<file path="src/rtl/tlb_ctl_pkg.sv">
package tlb_ctl_pkg;
   localparam int REG_W   = 32;
   localparam int EN_BIT  = 0;
   localparam int HSH_BIT = 1;
   localparam int INV_BIT = 2;
   localparam int CTR_LO  = 4;
   localparam int CTR_W   = 2;
   localparam int SAS_BIT = 8;
endpackage

</file>
<file path="src/rtl/tlb_set_index.sv">
module tlb_set_index #(
   parameter int VA_W       = 32,
   parameter int ASID_W     = 8,
   parameter int IDX_W      = 5,
   parameter int PAGE_SHIFT = 12,
   parameter bit HASH_EN    = 1'b1
) (
   input  logic [VA_W-1:0]   va,
   input  logic [ASID_W-1:0] asid,
   input  logic              hash_sel,
   output logic [IDX_W-1:0]  idx
);
   logic [IDX_W-1:0] vpn_bits;
   assign vpn_bits = va[PAGE_SHIFT +: IDX_W];

   if (PAGE_SHIFT + IDX_W > VA_W) begin : g_bad_va
      $error("tlb_set_index: index bits exceed address width");
   end

   if (HASH_EN) begin : g_hash
      if (ASID_W < IDX_W) begin : g_bad_asid
         $error("tlb_set_index: identifier narrower than index");
      end
      assign idx = hash_sel ? (vpn_bits ^ asid[IDX_W-1:0]) : vpn_bits;
   end else begin : g_plain
      logic unused_ok;
      assign unused_ok = hash_sel ^ (^asid);
      assign idx = vpn_bits;
   end
endmodule

</file>
<file path="src/rtl/tlb_valid_array.sv">
module tlb_valid_array #(
   parameter int SETS = 32,
   parameter int WAYS = 4,
   localparam int IDX_W = $clog2(SETS),
   localparam int WAY_W = $clog2(WAYS)
) (
   input  logic             clk,
   input  logic             rst_n,
   input  logic             clr_all,
   input  logic             set_en,
   input  logic [IDX_W-1:0] set_sel,
   input  logic [WAY_W-1:0] way_sel,
   input  logic [IDX_W-1:0] rd_sel,
   output logic [WAYS-1:0]  rd_flags
);
   if ((1 << IDX_W) != SETS) begin : g_bad_sets
      $error("tlb_valid_array: SETS must be a power of two");
   end

   logic [WAYS-1:0] rows [SETS];

   for (genvar s = 0; s < SETS; s++) begin : g_set
      logic [WAYS-1:0] flags_q;
      always_ff @(posedge clk) begin
         if (!rst_n || clr_all) begin
            flags_q <= '0;
         end else if (set_en && set_sel == IDX_W'(s)) begin
            flags_q[way_sel] <= 1'b1;
         end
      end
      assign rows[s] = flags_q;
   end

   assign rd_flags = rows[rd_sel];
endmodule

</file>
<file path="src/rtl/tlb_repl_ctr.sv">
module tlb_repl_ctr #(
   parameter int WAYS = 4,
   localparam int WAY_W = $clog2(WAYS)
) (
   input  logic             clk,
   input  logic             rst_n,
   input  logic             miss,
   input  logic             fault,
   input  logic [WAY_W-1:0] fault_way,
   input  logic [WAYS-1:0]  set_flags,
   input  logic             sw_we,
   input  logic [WAY_W-1:0] sw_val,
   output logic [WAY_W-1:0] ctr
);
   logic [WAY_W-1:0] ctr_q, ctr_d, first_free;

   always_comb begin
      first_free = '0;
      for (int w = WAYS - 1; w >= 0; w--) begin
         if (!set_flags[w]) first_free = WAY_W'(w);
      end
   end

   always_comb begin
      if (miss)       ctr_d = (&set_flags) ? WAY_W'(ctr_q + 1'b1) : first_free;
      else if (fault) ctr_d = fault_way;
      else if (sw_we) ctr_d = sw_val;
      else            ctr_d = ctr_q;
   end

   always_ff @(posedge clk) begin
      if (!rst_n) ctr_q <= '0;
      else        ctr_q <= ctr_d;
   end

   assign ctr = ctr_q;
endmodule

</file>
<file path="src/rtl/tlb_ctl.sv">
module tlb_ctl
   import tlb_ctl_pkg::*;
#(
   parameter int VA_W       = 32,
   parameter int ASID_W     = 8,
   parameter int SETS       = 32,
   parameter int WAYS       = 4,
   parameter int PAGE_SHIFT = 12,
   parameter bit HASH_EN    = 1'b1,
   localparam int IDX_W = $clog2(SETS),
   localparam int WAY_W = $clog2(WAYS)
) (
   input  logic              clk,
   input  logic              rst_n,
   input  logic              reg_we,
   input  logic [REG_W-1:0]  reg_wdata,
   output logic [REG_W-1:0]  reg_rdata,
   input  logic [VA_W-1:0]   lkp_va,
   input  logic [ASID_W-1:0] lkp_asid,
   output logic [IDX_W-1:0]  set_idx,
   output logic [WAYS-1:0]   way_valid,
   output logic [WAY_W-1:0]  repl_way,
   output logic              xlat_en,
   output logic              single_space,
   input  logic              miss_evt,
   input  logic              fault_evt,
   input  logic [WAY_W-1:0]  fault_way,
   input  logic              entry_wr
);
   if (WAYS < 2 || (1 << WAY_W) != WAYS || WAY_W > CTR_W) begin : g_bad_ways
      $error("tlb_ctl: WAYS must be a power of two fitting the counter field");
   end

   logic en_q, hsh_q, sas_q, inv_cmd;

   assign inv_cmd = reg_we & reg_wdata[INV_BIT];

   always_ff @(posedge clk) begin
      if (!rst_n) begin
         en_q  <= 1'b0;
         hsh_q <= 1'b0;
         sas_q <= 1'b0;
      end else if (reg_we) begin
         en_q  <= reg_wdata[EN_BIT];
         hsh_q <= reg_wdata[HSH_BIT];
         sas_q <= reg_wdata[SAS_BIT];
      end
   end

   tlb_set_index #(
      .VA_W(VA_W), .ASID_W(ASID_W), .IDX_W(IDX_W),
      .PAGE_SHIFT(PAGE_SHIFT), .HASH_EN(HASH_EN)
   ) u_idx (
      .va(lkp_va), .asid(lkp_asid), .hash_sel(hsh_q), .idx(set_idx)
   );

   tlb_valid_array #(.SETS(SETS), .WAYS(WAYS)) u_vld (
      .clk(clk), .rst_n(rst_n), .clr_all(inv_cmd), .set_en(entry_wr),
      .set_sel(set_idx), .way_sel(repl_way), .rd_sel(set_idx),
      .rd_flags(way_valid)
   );

   tlb_repl_ctr #(.WAYS(WAYS)) u_ctr (
      .clk(clk), .rst_n(rst_n), .miss(miss_evt), .fault(fault_evt),
      .fault_way(fault_way), .set_flags(way_valid), .sw_we(reg_we),
      .sw_val(reg_wdata[CTR_LO +: WAY_W]), .ctr(repl_way)
   );

   always_comb begin
      reg_rdata                   = '0;
      reg_rdata[EN_BIT]           = en_q;
      reg_rdata[HSH_BIT]          = hsh_q;
      reg_rdata[CTR_LO +: WAY_W]  = repl_way;
      reg_rdata[SAS_BIT]          = sas_q;
   end

   assign xlat_en      = en_q;
   assign single_space = sas_q;
endmodule

</file>
<file path="config.mk">
export PLATFORM = sky130hd
export DESIGN_NAME = tlb_ctl
export DESIGN_NICKNAME = d
export VERILOG_FILES = /design/src/rtl/tlb_ctl_pkg.sv /design/src/rtl/tlb_set_index.sv /design/src/rtl/tlb_valid_array.sv /design/src/rtl/tlb_repl_ctr.sv /design/src/rtl/tlb_ctl.sv
export SDC_FILE = /design/constraint.sdc
export NUM_CORES = 1
export LEC_CHECK = 0
export ABC_AREA = 1
export BUFFER_PORTS_ARGS = -buffer_cell sky130_fd_sc_hd__buf_4
export CAP_MARGIN = 25
export CORE_MARGIN = 10
export CORE_UTILIZATION = 55
export DETAILED_ROUTE_END_ITERATION = 10
export PLACE_DENSITY = 0.91
export RECOVER_POWER = 100
export SLEW_MARGIN = 20
export SYNTH_ARGS = -nofsm -noshare
export SYNTH_HDL_FRONTEND = slang
export SYNTH_SLANG_ARGS = --single-unit
</file>
<file path="constraint.sdc">
create_clock -name clk -period 4.5 [get_ports clk]
set_clock_uncertainty 0.15 [all_clocks]
set_input_delay 1.125 -clock clk [delete_from_list [all_inputs] [get_ports clk]]
set_output_delay 1.125 -clock clk [all_outputs]
set_load 0.05 [all_outputs]
</file>
==> qor.csv <==
metric;value;unit
Yosys top cell by area;dfxtp_1;
Sw Ratio;28.8;%
final hold violation count;0;
Ports;125;
Avg Vias per Cell;5.56;
Tot Pwr;3.17;mW
register area share after synthesis;42.1;%
largest net degree at the start of global routing;47;
CTS Buf Count;17;
wire length per cell;15.4;um
CP Class;in -> out;
Die Width;127;um
Worst setup EP type;primary output;
CTS tree;yes;
Worst EP required;3.22;ns
layout cells sized above 1;10.2;%
post-synth top area share;42.1;%
Pleak;2.92;nW
Slew @ Worst Pin;0.627;ns
Worst VDD drop;0.259;mV
CP max stage cell;inv_1;
Clock Latency Late Sink;0.42;ns
Post-synth EDFFs;0;
placed cell areas;6620;sq um
Final min period;4.36;ns
pwr/cell area;441;nW/um^2
H-tree level count;4;
final worst-path cycle share;96.8;%
Clock Root Buffer;clkbuf_16;
switching pwr;0.915;mW
sequential share of power;37.6;%
ys flop type;dfxtp_1;
FMAX;229;MHz
top-count cell post-synth;nand2_1;
drt initial violations;859;
routed vias;6261;
final core utilization;63.5;%
clock power share;46.5;%
CP Launch Type;primary input;
relative slew slack;58.4;%
Sum Neg Setup Slack;0;ns
GRT overflow;0;
gr usage total;20.9;%
Post-Syn Area;6320;sq um
# Post-CTS Setup Buffers;0;
CP bufs+invs;4;
crit-path cells;buf_4, inv_1, nand3_4, nand2_4, nand2_2, inv_1, nand2_1, nand3_1, nand2_1, nand2_1, nor2_1, nand2_1, nand2_1, clkbuf_4;
CTS Hold Buffers Added;0;
Core Rows;39;
Arr. time, crit path;3.08;ns
Final nets;1054;
die area;16200;sq um
area delta synth->final;13.8;%
Antenna Cells;0;
largest fanout on the critical path;13;
Clk pin slew, worst setup/hold paths;0.06;ns
post-route ant nets;0;
outcome;complete, no violations;
Internal Power;2.26;mW
RSZ-0062 raised after global routing;false;
first-pass GRT wire length;27900;um
input/output buffers;41;
die height;127;um
cells after synthesis;941;
type of the most critical hold path;reg -> reg;
CP delay by family, top;simple AND/OR/NAND/NOR gates;
flops & latches, synth;133;
max-slew violation count;0;
DRC violations left;0;
deepest clock path buffer count;2;
starting density of the core;55.8;%
setup slack after layout;0.142;ns
Gate power share;15.9;%
total wire length;17300;um
Synth area leaders;dfxtp_1 42%, nand2_1 15%, a21oi_1 11%, inv_1 7.1%, nor2_1 5.9%;
ys async rst share;0;%
dpl ws;0.282;ns
Max Cap Violations;0;
post-cts sizing count;0;
GP Congestion;0.933;
vias in the first global route;5782;
top post-synthesis cells by count;258 x nand2_1, 144 x a21oi_1, 133 x dfxtp_1, 119 x inv_1, 99 x nor2_1;
final instance area;7190;sq um
DP HPWL;11000;um
Synth warnings;0;
core area;11300;sq um
Mean Syn Cell Area;6.72;sq um
Yosys cell types;32;
antenna violations before repair;0;
slowest stage delay, CP;0.33;ns
Filler cells;921;
first drt pass iteration count;6;
final setup vio count;0;
most used cell, CP;nand2_1;
Clock Sinks;133;
==> state kept, by name, indices dropped and copies added (netlist names) <==
name / count
u_vld.g_set.flags_q: 128
u_ctr.ctr: 2
hsh_q: 1
single_space: 1
xlat_en: 1
==> metal layers <==
metal | up-vias | track usage, % | part of all wire, %
met1 | 2866 | 24.9 | 38
met2 | 382 | 34.1 | 47
met5 | - | 0 | 0
met3 | 71 | 5.50 | 11
met4 | 0 | 10.2 | 3.6
li1 | 2942 | - | -
==> cell families (layout without fill, tap and decap cells) <==
family	count (synthesis)	count (layout)	synth area share, %
flops	133	133	42.1
simple gates	419	419	27.0
other cells	1	27	0.0593
fa+ha+maj	4	4	0.792
xor+xnor	1	1	0.257
mux	2	2	0.336
buf+inv	201	217	14.7
compound gates	180	180	14.7
==> placed cells by master, fill, tap and decap left out, drive strengths merged <==
| cell | synthesis | final |
|---|---|---|
| a21oi | 145 | 145 |
| nor2 | 100 | 100 |
| inv | 123 | 123 |
| conb | 1 | 27 |
| o22ai | 8 | 8 |
| clkinv | 0 | 9 |
| o21a | 3 | 3 |
| o21ai | 21 | 21 |
| nand3 | 46 | 46 |
| nand4 | 3 | 3 |
| clkbuf | 18 | 36 |
| o2111ai | 1 | 1 |
| mux2 | 1 | 1 |
| xor2 | 1 | 1 |
| nor3 | 1 | 1 |
| buf | 60 | 45 |
| or2 | 1 | 1 |
| dfxtp | 133 | 133 |
| bufinv | 0 | 4 |
| nand3b | 2 | 2 |
| ha | 4 | 4 |
| nand2 | 266 | 266 |
| a22oi | 2 | 2 |
| mux2i | 1 | 1 |
==> power by group through the flow <==
stage | Sequential, mW | Combinational, mW | Clock, mW
floorplan | 1.23 | 0.373 | 0
global placement | 1.22 | 0.492 | 0
detailed placement | 1.22 | 0.497 | 0
CTS | 1.19 | 0.506 | 1.48
global route | 1.19 | 0.539 | 1.53
finish | 1.19 | 0.505 | 1.47
==> cell type report <==
class / instances / area [sq um] / area share (%)
clock inverter: 13 / 180 / 2.50
multi-input combinational: 633 / 2830 / 39.3
sequential: 133 / 2660 / 37.0
tap: 143 / 179 / 2.49
timing repair buffer: 62 / 425 / 5.91
clock buffer: 19 / 453 / 6.30
inverter: 123 / 464 / 6.45
==> worst min-delay path: cells and delay by family (launching register included) <==
family,cells,cell delay [ns]
DFF,1,0.31
AOI/OAI and AO/OA,1,0.05
buffers and inverters,1,0.04
==> path summary, 6_finish.rpt <==
kind                                                        startpoint                                      to  slack (ns)  cells past startpoint
worst max-delay path                                        lkp_va[12]                            way_valid[1]        0.14                     14
worst min-delay path            u_vld.g_set[4].flags_q[2]$_SDFFE_PP0P_  u_vld.g_set[4].flags_q[2]$_SDFFE_PP0P_        0.30                      2
worst max register to register                      hsh_q$_SDFFE_PN0P_               u_ctr.ctr[0]$_SDFFE_PN0P_        1.81                     17
worst min register to register  u_vld.g_set[4].flags_q[2]$_SDFFE_PP0P_  u_vld.g_set[4].flags_q[2]$_SDFFE_PP0P_        0.30                      2
==> through the flow <==
stage                     std cells  hold slack [ns]
after global placement         1094            0.283
after CTS                      1126            0.297
after global routing           1126            0.313
after floorplan                 967            0.277
final                          1126            0.298
after detailed placement       1094            0.288
No activity file was read; power rests on OpenSTA's default activity.
